==> config.mk <==
export PLATFORM = sky130hd
export DESIGN_NAME = i2c_regmap_slave
export DESIGN_NICKNAME = d
export VERILOG_FILES = /design/src/rtl/i2c_regmap_pkg.sv /design/src/rtl/i2c_line_sync.sv /design/src/rtl/i2c_regmap_file.sv /design/src/rtl/i2c_slave_engine.sv /design/src/rtl/i2c_regmap_slave.sv
export SDC_FILE = /design/constraint.sdc
export NUM_CORES = 2
export LEC_CHECK = 0
export BUFFER_PORTS_ARGS = -buffer_cell sky130_fd_sc_hd__buf_2
export CAP_MARGIN = 20
export CORE_MARGIN = 2
export CORE_UTILIZATION = 53
export CTS_BUF_LIST = sky130_fd_sc_hd__clkbuf_4 sky130_fd_sc_hd__clkbuf_8
export CTS_CLUSTER_DIAMETER = 200
export DETAILED_ROUTE_END_ITERATION = 10
export HOLD_SLACK_MARGIN = 0.03
export PLACE_DENSITY = 0.68
export SLEW_MARGIN = 20
export SYNTH_ARGS = -nofsm -noshare
export SYNTH_HDL_FRONTEND = slang
export SYNTH_HIERARCHICAL = 1
export SYNTH_SLANG_ARGS = --single-unit
==> constraint.sdc <==
create_clock -name clk_i -period 4.7 [get_ports clk_i]
set_input_delay 0 -clock clk_i [delete_from_list [all_inputs] [get_ports clk_i]]
set_output_delay 0 -clock clk_i [all_outputs]
set_load 0.02 [all_outputs]
==> src/rtl/i2c_regmap_pkg.sv <==
package i2c_regmap_pkg;
  typedef enum logic [3:0] {
    PH_IDLE,
    PH_ADDR,
    PH_ACK_ADDR,
    PH_PTR,
    PH_ACK_PTR,
    PH_WR,
    PH_ACK_WR,
    PH_RD,
    PH_ACK_RD
  } phase_e;
endpackage

==> src/rtl/i2c_line_sync.sv <==
module i2c_line_sync #(
  parameter int STAGES = 2
) (
  input  logic clk_i,
  input  logic rst_ni,
  input  logic scl_i,
  input  logic sda_i,
  output logic sda_o,
  output logic scl_rise_o,
  output logic scl_fall_o,
  output logic start_o,
  output logic stop_o
);
  logic [STAGES-1:0] scl_ff, sda_ff;
  logic scl_d, sda_d, scl_s;

  always_ff @(posedge clk_i or negedge rst_ni) begin
    if (!rst_ni) begin
      scl_ff <= '1;
      sda_ff <= '1;
      scl_d  <= 1'b1;
      sda_d  <= 1'b1;
    end else begin
      scl_ff <= {scl_ff[STAGES-2:0], scl_i};
      sda_ff <= {sda_ff[STAGES-2:0], sda_i};
      scl_d  <= scl_s;
      sda_d  <= sda_o;
    end
  end

  assign scl_s      = scl_ff[STAGES-1];
  assign sda_o      = sda_ff[STAGES-1];
  assign scl_rise_o = scl_s & ~scl_d;
  assign scl_fall_o = ~scl_s & scl_d;
  assign start_o    = scl_s & scl_d & sda_d & ~sda_o;
  assign stop_o     = scl_s & scl_d & ~sda_d & sda_o;
endmodule

==> src/rtl/i2c_regmap_file.sv <==
module i2c_regmap_file #(
  parameter int AW = 7,
  parameter int DW = 8
) (
  input  logic          clk_i,
  input  logic          rst_ni,
  input  logic          we_i,
  input  logic [AW-1:0] waddr_i,
  input  logic [DW-1:0] wdata_i,
  input  logic [AW-1:0] raddr_a_i,
  output logic [DW-1:0] rdata_a_o,
  input  logic [AW-1:0] raddr_b_i,
  output logic [DW-1:0] rdata_b_o
);
  localparam int DEPTH = 1 << AW;
  logic [DW-1:0] mem [DEPTH];

  always_ff @(posedge clk_i or negedge rst_ni) begin
    if (!rst_ni) begin
      for (int i = 0; i < DEPTH; i++) mem[i] <= '0;
    end else if (we_i) begin
      mem[waddr_i] <= wdata_i;
    end
  end

  assign rdata_a_o = mem[raddr_a_i];
  assign rdata_b_o = mem[raddr_b_i];
endmodule

==> src/rtl/i2c_slave_engine.sv <==
module i2c_slave_engine
  import i2c_regmap_pkg::*;
#(
  parameter int             AW       = 7,
  parameter int             DW       = 8,
  parameter int             PREFIX_W = 5,
  parameter int             STRAP_W  = 2,
  parameter logic [PREFIX_W-1:0] PREFIX = 5'b00100
) (
  input  logic               clk_i,
  input  logic               rst_ni,
  input  logic               sda_s_i,
  input  logic               scl_rise_i,
  input  logic               scl_fall_i,
  input  logic               start_i,
  input  logic               stop_i,
  input  logic [STRAP_W-1:0] strap_i,
  input  logic [DW-1:0]      rdata_i,
  output logic [AW-1:0]      ptr_o,
  output logic               we_o,
  output logic [AW-1:0]      waddr_o,
  output logic [DW-1:0]      wdata_o,
  output logic               sda_oe_o
);
  localparam int BIT_W = $clog2(DW);
  localparam int DEV_W = PREFIX_W + STRAP_W;
  localparam logic [BIT_W-1:0] LAST_BIT = BIT_W'(DW - 1);

  phase_e            phase;
  logic [BIT_W-1:0]  bit_cnt;
  logic              byte_done, rw, incr, mack;
  logic [DW-1:0]     shreg, tx;
  logic [AW-1:0]     ptr;
  logic [DEV_W-1:0]  dev_addr;

  assign dev_addr = {PREFIX, strap_i};
  assign ptr_o    = ptr;

  always_ff @(posedge clk_i or negedge rst_ni) begin
    if (!rst_ni) begin
      phase     <= PH_IDLE;
      bit_cnt   <= '0;
      byte_done <= 1'b0;
      rw        <= 1'b0;
      incr      <= 1'b0;
      mack      <= 1'b0;
      shreg     <= '0;
      tx        <= '0;
      ptr       <= '0;
      we_o      <= 1'b0;
      waddr_o   <= '0;
      wdata_o   <= '0;
      sda_oe_o  <= 1'b0;
    end else begin
      we_o <= 1'b0;
      if (start_i || stop_i) begin
        phase     <= start_i ? PH_ADDR : PH_IDLE;
        bit_cnt   <= '0;
        byte_done <= 1'b0;
        sda_oe_o  <= 1'b0;
      end else if (scl_rise_i) begin
        case (phase)
          PH_ADDR, PH_PTR, PH_WR, PH_RD: begin
            shreg     <= {shreg[DW-2:0], sda_s_i};
            bit_cnt   <= (bit_cnt == LAST_BIT) ? '0 : bit_cnt + 1'b1;
            byte_done <= (bit_cnt == LAST_BIT);
          end
          PH_ACK_RD: mack <= ~sda_s_i;
          default: ;
        endcase
      end else if (scl_fall_i) begin
        case (phase)
          PH_ADDR: if (byte_done) begin
            byte_done <= 1'b0;
            if (shreg[DW-1 -: DEV_W] == dev_addr) begin
              rw       <= shreg[0];
              sda_oe_o <= 1'b1;
              phase    <= PH_ACK_ADDR;
            end else begin
              phase <= PH_IDLE;
            end
          end
          PH_ACK_ADDR: begin
            if (rw) begin
              tx       <= rdata_i;
              sda_oe_o <= ~rdata_i[DW-1];
              phase    <= PH_RD;
            end else begin
              sda_oe_o <= 1'b0;
              phase    <= PH_PTR;
            end
          end
          PH_PTR: if (byte_done) begin
            byte_done <= 1'b0;
            incr      <= shreg[DW-1];
            ptr       <= shreg[AW-1:0];
            sda_oe_o  <= 1'b1;
            phase     <= PH_ACK_PTR;
          end
          PH_ACK_PTR: begin
            sda_oe_o <= 1'b0;
            phase    <= PH_WR;
          end
          PH_WR: if (byte_done) begin
            byte_done <= 1'b0;
            we_o      <= 1'b1;
            waddr_o   <= ptr;
            wdata_o   <= shreg;
            ptr       <= ptr + AW'(incr);
            sda_oe_o  <= 1'b1;
            phase     <= PH_ACK_WR;
          end
          PH_ACK_WR: begin
            sda_oe_o <= 1'b0;
            phase    <= PH_WR;
          end
          PH_RD: begin
            if (byte_done) begin
              byte_done <= 1'b0;
              sda_oe_o  <= 1'b0;
              ptr       <= ptr + AW'(incr);
              phase     <= PH_ACK_RD;
            end else begin
              sda_oe_o <= ~tx[DW-2];
              tx       <= {tx[DW-2:0], 1'b0};
            end
          end
          PH_ACK_RD: begin
            if (mack) begin
              tx       <= rdata_i;
              sda_oe_o <= ~rdata_i[DW-1];
              phase    <= PH_RD;
            end else begin
              sda_oe_o <= 1'b0;
              phase    <= PH_IDLE;
            end
          end
          default: ;
        endcase
      end
    end
  end
endmodule

==> src/rtl/i2c_regmap_slave.sv <==
module i2c_regmap_slave #(
  parameter int SYNC_STAGES = 2,
  parameter int REG_AW      = 7,
  parameter int DATA_W      = 8,
  parameter int STRAP_W     = 2
) (
  input  logic               clk_i,
  input  logic               rst_ni,
  input  logic               scl_i,
  input  logic               sda_i,
  output logic               sda_oe_o,
  input  logic [STRAP_W-1:0] strap_i,
  input  logic [REG_AW-1:0]  rd_addr_i,
  output logic [DATA_W-1:0]  rd_data_o
);
  logic              sda_s, scl_rise, scl_fall, start_p, stop_p;
  logic              reg_we;
  logic [REG_AW-1:0] reg_waddr, ptr;
  logic [DATA_W-1:0] reg_wdata, ptr_data;

  i2c_line_sync #(.STAGES(SYNC_STAGES)) sync_i (
    .clk_i      (clk_i),
    .rst_ni     (rst_ni),
    .scl_i      (scl_i),
    .sda_i      (sda_i),
    .sda_o      (sda_s),
    .scl_rise_o (scl_rise),
    .scl_fall_o (scl_fall),
    .start_o    (start_p),
    .stop_o     (stop_p)
  );

  i2c_slave_engine #(
    .AW      (REG_AW),
    .DW      (DATA_W),
    .STRAP_W (STRAP_W)
  ) engine_i (
    .clk_i      (clk_i),
    .rst_ni     (rst_ni),
    .sda_s_i    (sda_s),
    .scl_rise_i (scl_rise),
    .scl_fall_i (scl_fall),
    .start_i    (start_p),
    .stop_i     (stop_p),
    .strap_i    (strap_i),
    .rdata_i    (ptr_data),
    .ptr_o      (ptr),
    .we_o       (reg_we),
    .waddr_o    (reg_waddr),
    .wdata_o    (reg_wdata),
    .sda_oe_o   (sda_oe_o)
  );

  i2c_regmap_file #(.AW(REG_AW), .DW(DATA_W)) regs_i (
    .clk_i     (clk_i),
    .rst_ni    (rst_ni),
    .we_i      (reg_we),
    .waddr_i   (reg_waddr),
    .wdata_i   (reg_wdata),
    .raddr_a_i (ptr),
    .rdata_a_o (ptr_data),
    .raddr_b_i (rd_addr_i),
    .rdata_b_o (rd_data_o)
  );
endmodule

* After elaboration in Yosys (flattened, before gate mapping) *
Cells that the tools add are included.

storage, ports and cells
  flip-flop bits (word level) = 1080
  word-level logic and storage cells = 270

operators by class
  add/subtract/negate cells = 2
  magnitude comparators = 4
  equal/unequal tests = 24
  mux-type cells = 52
  bitwise logic cells = 18
  reduce and logical (&&, ||, !) cells = 25

operator list
  cell                                                                          count
  1024-bit bitwise mux                                                          1
  8-bit binary-select mux with 7-bit select                                     2
  8-bit demux with 7-bit select                                                 1
  8-bit two-way mux                                                             5
  7-bit two-way mux                                                             5
  4-bit two-way mux                                                             7
  4-bit case mux with 7 select lines                                            1
  8-bit >= comparator, second input constant                                    3
  7-bit NOT with 8-bit output                                                   3
  7-bit case mux with 3 select lines                                            1
  1-bit two-way mux                                                             20
  3-bit two-way mux                                                             6
  3-bit by 1-bit inequality test with 1-bit output, second input constant       6
  6-bit AND reduction                                                           3
  4-bit by 3-bit == test with 1-bit output, second input constant               4
  7-bit case mux with 2 select lines                                            1
  7-bit AND reduction                                                           2
  5-bit AND reduction                                                           2
  3-bit AND reduction                                                           3
  4-bit by 2-bit == test with 1-bit output, second input constant               2
  8-bit by 1-bit less-than comparator with 1-bit output, second input constant  1
  2-bit by 1-bit inequality test with 1-bit output, second input constant       4
  1-bit NOT                                                                     8
  2-bit nonzero test                                                            4
  19 further kinds                                                              30

* Depth between registers and ports, before layout *
  word-level depth = 10
  gate-level depth with buffers = 12

* By module *
The synthesis kept the hierarchy.

modules (own cells, without submodules)
  module            instances  cells each  area each (um^2)  seq. area each (um^2)
  i2c_regmap_file   1          3202        54457.2           25624.6
  i2c_slave_engine  1          231         2603.7            1251.2
  i2c_line_sync     1          10          190.2             157.7

* Worst setup path before layout *
Ideal clock, no wire load.

  kind = reg2reg
  start point = register engine_i.ptr[0] (netlist: engine_i/ptr_o[0])
  end point = register engine_i.sda_oe_o
  arrival = 3.326 ns
  data required time = 4.635 ns
  slack = 1.309 ns
  stages on the path, launching flop included = 12
  path buffers = 2
  cells stage by stage = dfrtp_1 > clkbuf_1 > clkbuf_1 > mux4_2 > mux4_2 > mux4_2 > mux2_2 > nor2_1 > and4_1 > a221oi_1 > o211ai_1 > o211a_1

on the way
  cells in the longest elaborated chain, start to end = 10
  elaborated cells on any way between the ends = 11

RTL lines
  element                                                  RTL line                                         text
  from (decl)                                              i2c_slave_engine.sv:33                           logic [AW-1:0] ptr;
  from (signal assigned)                                   i2c_slave_engine.sv:96                           ptr <= shreg[AW-1:0];
  from (signal assigned)                                   i2c_slave_engine.sv:109                          ptr <= ptr + AW'(incr);
  from (signal assigned)                                   i2c_slave_engine.sv:121                          ptr <= ptr + AW'(incr);
  7-bit NOT with 8-bit output (not written as such) *      i2c_regmap_file.sv:26                            assign rdata_a_o = mem[raddr_a_i];
  8-bit binary-select mux with 7-bit select *              i2c_regmap_file.sv:26
  8-bit two-way mux (not written as such) * (2 in series)  i2c_regmap_file.sv:26
  via ptr_data[7]                                          i2c_regmap_slave.sv:19                           logic [DATA_W-1:0] reg_wdata, ptr_data;
  1-bit NOT *                                              i2c_slave_engine.sv:86, i2c_slave_engine.sv:131
  1-bit two-way mux, on equally long branches              i2c_slave_engine.sv:129, i2c_slave_engine.sv:84
  1-bit case mux with 6 select lines *                     i2c_slave_engine.sv:72                           case (phase)
  1-bit two-way mux *                                      i2c_slave_engine.sv:71                           end else if (scl_fall_i) begin
  1-bit two-way mux *                                      i2c_slave_engine.sv:61                           end else if (scl_rise_i) begin
  1-bit two-way mux *                                      i2c_slave_engine.sv:56                           if (start_i || stop_i) begin
  to (signal assigned)                                     i2c_slave_engine.sv:86                           sda_oe_o <= ~rdata_i[DW-1];
  to (signal assigned)                                     i2c_slave_engine.sv:124                          sda_oe_o <= ~tx[DW-2];
  to (signal assigned)                                     i2c_slave_engine.sv:131                          sda_oe_o <= ~rdata_i[DW-1];
  to (decl)                                                i2c_slave_engine.sv:23                           output logic sda_oe_o

The timed path passes the listed nets; every way through them passes the cells marked *. The select of a mux whose other input is x is not followed.
A chain may end at the register's enable or synchronous reset.

* Final worst setup path *
  start point = register engine_i.ptr[0] (netlist: engine_i/ptr_o[0])
  end point = register engine_i.tx[3]

on the way
  cells in the longest elaborated chain, start to end = 6
  elaborated cells on any way between the ends = 7

RTL lines
  element                                                  RTL line                                         text
  7-bit NOT with 8-bit output (not written as such) *      i2c_regmap_file.sv:26
  8-bit binary-select mux with 7-bit select *              i2c_regmap_file.sv:26
  8-bit two-way mux (not written as such) * (2 in series)  i2c_regmap_file.sv:26
  via ptr_data[3]                                          i2c_regmap_slave.sv:19
  7-bit two-way mux, on equally long branches              i2c_slave_engine.sv:129, i2c_slave_engine.sv:84
  7-bit case mux with 3 select lines *                     i2c_slave_engine.sv:72
  to (signal assigned)                                     i2c_slave_engine.sv:85                           tx <= rdata_i;
  to (signal assigned)                                     i2c_slave_engine.sv:125                          tx <= {tx[DW-2:0], 1'b0};
  to (signal assigned)                                     i2c_slave_engine.sv:130                          tx <= rdata_i;
  to (decl)                                                i2c_slave_engine.sv:32                           logic [DW-1:0] shreg, tx;

Marked as above.

==> results.json <==
{
  "std_cell_rows": 120,
  "cap_violations": 0,
  "post-route-drc-count": 0,
  "io_buffers": 21,
  "stdcell_area_um2": 63500,
  "fin_cells": 5032,
  "crit_slowest_cell": "dfrtp_4",
  "cts_made_buffers": 182,
  "grt_pass1_vias": 36900,
  "status": "complete, no violations",
  "clkSinkCount": 1080,
  "grt-ovfl-total": 0,
  "slew_headroom_pct": 18.7,
  "clk_pin_slew_ns": 0.06,
  "cts_tree": "done",
  "layout.nets": 3488,
  "hold_start": "strap_i[1]",
  "end_kind": "register",
  "dieWidth_um": 333,
  "cp-start-kind": "register",
  "leakage_nw": 28.6,
  "synth_cells": 3443,
  "timing.rr.start": "engine_i/ptr_o[0]",
  "path_buf_inv": 2,
  "rr_endpoint": "engine_i/tx[3]",
  "required_ns": 5.43,
  "synth-main-ff-cell": "dfrtp_1",
  "postCtsSetupBuffers": 0,
  "syn_area_per_cell_um2": 16.6,
  "firstDrtPassIters": 7,
  "rsz0062_at_grt": "no",
  "worst_slew_pin_slew_ns": 1.21,
  "crit_fanout": 24,
  "fmax_ghz": 0.257,
  "reg2reg_depth": 8,
  "grt_max_degree": 151,
  "dp_hpwl_um": 106000,
  "syn_area_um2": 57300,
  "drtAntennaViolNets": 0,
  "clockRootBuffer": "clkbuf_8",
  "gp_congestion": 0.901,
  "die_h_um": 333,
  "setup.worst_path.class": "reg2reg",
  "finalMaxSlewViolations": 0,
  "areaGrowthSynthToFinish_pct": 10.8,
  "setup_viol": 0,
  "cts_max_level": 4,
  "dieArea_um2": 111000,
  "critPathTopFamily": "multiplexers",
  "ys_seq_elements": 1080,
  "drive_gt1_share_pct": 62.5,
  "reg2reg_slack_ns": 0.81,
  "tns_ns": 0,
  "pwr_density_cell_nw_per_um2": 305,
  "yosys_warnings": 6,
  "worstSkewPairLatency_ns": 0.89,
  "clock_path_buffers": 3,
  "fillerInstances": 7878,
  "wl_per_cell_um": 32.4,
  "synthArstFlopShare_pct": 100,
  "min_path_type": "in2reg",
  "clock_skew_ns": 0.0585,
  "holdPathStages": 7,
  "io_pins": 22,
  "placed_cell_area_um2": 59200,
  "num_vias": 34600,
  "dp.cells": 4681,
  "min_period_ns": 3.89,
  "crit_chain": "buf_12 -> buf_12 -> mux4_2 -> mux4_2 -> mux4_2 -> mux2_2 -> mux2_2 -> mux2_2",
  "worst_ep_arrival_time_ns": 4.62,
  "grt_antenna_before_repair": 13,
  "synth_edf_count": 0,
  "core_um2": 107000,
  "ys_types": 54,
  "irDropWorstVdd_v": 0.000244,
  "finalCritPeriodShare_pct": 82.7,
  "initial_utilization_pct": 53.5,
  "synth_fp_nets": 3460,
  "drtIter0Drc": 3573,
  "ys_seq_area_share_pct": 47.2,
  "min_to": "engine_i/rw",
  "grt_pass1_wl_um": 247000,
  "vias_per_cell": 6.87,
  "final_hold_viol_count": 0,
  "cp_slowest_stage_delay_ns": 0.66,
  "drt_wl_total_um": 163000,
  "grt_use_total_pct": 30.2
}
## where the power goes
group / internal (W) / total, W / switching (W)
clock network: 0.00541 / 0.00934 / 0.00393
registers: 0.00934 / 0.00941 / 0.0000627
logic: 0.000218 / 0.000639 / 0.000422
## sequential cells by signal (all words and copies together) (netlist names)
signal              count
engine_i/waddr_o        7
engine_i/ptr_o          7
engine_i/mack           1
engine_i/we_o           1
regs_i/mem           1024
sync_i/sda_ff           2
engine_i/wdata_o        8
sync_i/sda_d            1
engine_i/shreg          8
engine_i/sda_oe_o       1
engine_i/incr           1
sync_i/scl_ff           2
sync_i/scl_d            1
engine_i/phase          4
engine_i/rw             1
engine_i/bit_cnt        3
engine_i/byte_done      1
engine_i/tx             7
## cell families after synthesis
logic type | synth area share, %
fa+ha+maj | 0.0874
mux | 47.7
simple gates | 2.00
compound gates | 0.614
buf+inv | 2.36
flops | 47.2
xor+xnor | 0.0306
## worst max-delay path by stage
| stage | start | endpoint | slack [ns] | cells past startpoint |
|---|---|---|---|---|
| after floorplan | engine_i/ptr_o[0] | engine_i/sda_oe_o | 1.31 | 11 |
| after global placement | engine_i/ptr_o[0] | engine_i/tx[2] | 0.86 | 8 |
| after detailed placement | engine_i/ptr_o[0] | engine_i/tx[3] | 0.83 | 8 |
| after CTS | engine_i/ptr_o[0] | engine_i/tx[3] | 0.77 | 8 |
| after global routing | engine_i/ptr_o[0] | engine_i/sda_oe_o | 0.67 | 11 |
| final | engine_i/ptr_o[0] | engine_i/tx[3] | 0.81 | 8 |
## what timing repair did
action,4_1_cts,5_1_grt
gates resized for setup,0,0
hold endpoints to repair,648,0
hold buffers,9,0
endpoints found under the setup margin,0,0
## placed cells by master (no fill, tap or decap), types with 4 or more instances in the layout
cell           count
dfrtp_1         1062
nor2_2             9
mux2_2          1069
clkbuf_8         251
buf_2             16
nor3_2             5
nand3_1            9
clkinv_2          20
o21ai_0           14
nor4_1             6
clkbuf_4          56
bufinv_16          4
mux2i_1            6
nand2b_1          11
inv_1              8
buf_4             84
a21oi_1           15
nor2_1            60
nand2_1          101
ha_1               4
dlygate4sd3_1      8
buf_12            32
dfrtp_4           12
dfstp_2            6
nor2b_1            8
mux4_2           672
nor3_1             8
diode_2            4
or2_2              6
mux2_4             5
## synth_stat cells (all sizes together) (2+ instances only)
cell	instances	area, µm²
nor2	69	259
nand2	101	379
nand4	3	18.8
inv	8	30.0
or2	8	52.6
ha	4	50.1
a221oi	3	26.3
o21bai	3	22.5
and4b	2	20.0
dfstp	6	158
nor2b	8	50.1
a22oi	2	15.0
xnor2	2	17.5
a21oi	15	75.1
o211a	2	20.0
nor3	15	100
nand2b	11	68.8
and4	2	17.5
o21ai	14	70.1
mux2	1074	12100
dfrtp	1074	26900
nor3b	3	22.5
mux4	672	15100
clkbuf	207	797
o211ai	2	15.0
nand3b	2	15.0
nor4	7	50.1
mux2i	6	60.1
and2	2	12.5
nand3	9	45.0
buf	94	522
## cell type report
type / count / area [µm²] / area share (%)
clock buffers: 307 / 3870 / 6.11
flip-flops and latches: 1080 / 27100 / 42.7
multi-input cells: 2054 / 28900 / 45.6
clock inverters: 31 / 284 / 0.448
diodes: 4 / 10.0 / 0.0158
repair buffers: 145 / 1520 / 2.39
well taps: 1403 / 1760 / 2.77
inverters: 8 / 30.0 / 0.0473
## tightest hold or removal path, delay by kind of cell
family / cells / cell delay, ns
AO/OA/AOI/OAI: 1 / 0.07
AND/OR/NAND/NOR: 3 / 0.22
buffers and inverters: 2 / 0.74
XOR/XNOR: 1 / 0.06
## per-stage QoR
| stage | utilization [%] | power (W) | hold slack, ns | worst slack [ns] |
|---|---|---|---|---|
| 6_report | 59.3 | 0.0194 | 0.261 | 0.812 |
| 3_3_place_gp | 55.2 | 0.0102 | 0.0980 | 0.864 |
| 3_5_place_dp | 55.3 | 0.0102 | 0.104 | 0.833 |
| 5_1_grt | 59.3 | 0.0201 | 0.282 | 0.674 |
| 2_1_floorplan | - | 0.00987 | -0.296 | 1.31 |
| 4_1_cts | 59.3 | 0.0196 | 0.147 | 0.769 |
## routing by layer
layer	vias up	global-route usage, %	wire length, µm	share of wire (%)
li1	13700	-	-	-
met1	18900	41.7	64600	40
met2	1578	46.5	77400	47
met3	390	7.71	14700	9.0
met4	12	11.7	6270	3.8
met5	-	0	81	0.050
(Power assumes the default switching activity.)
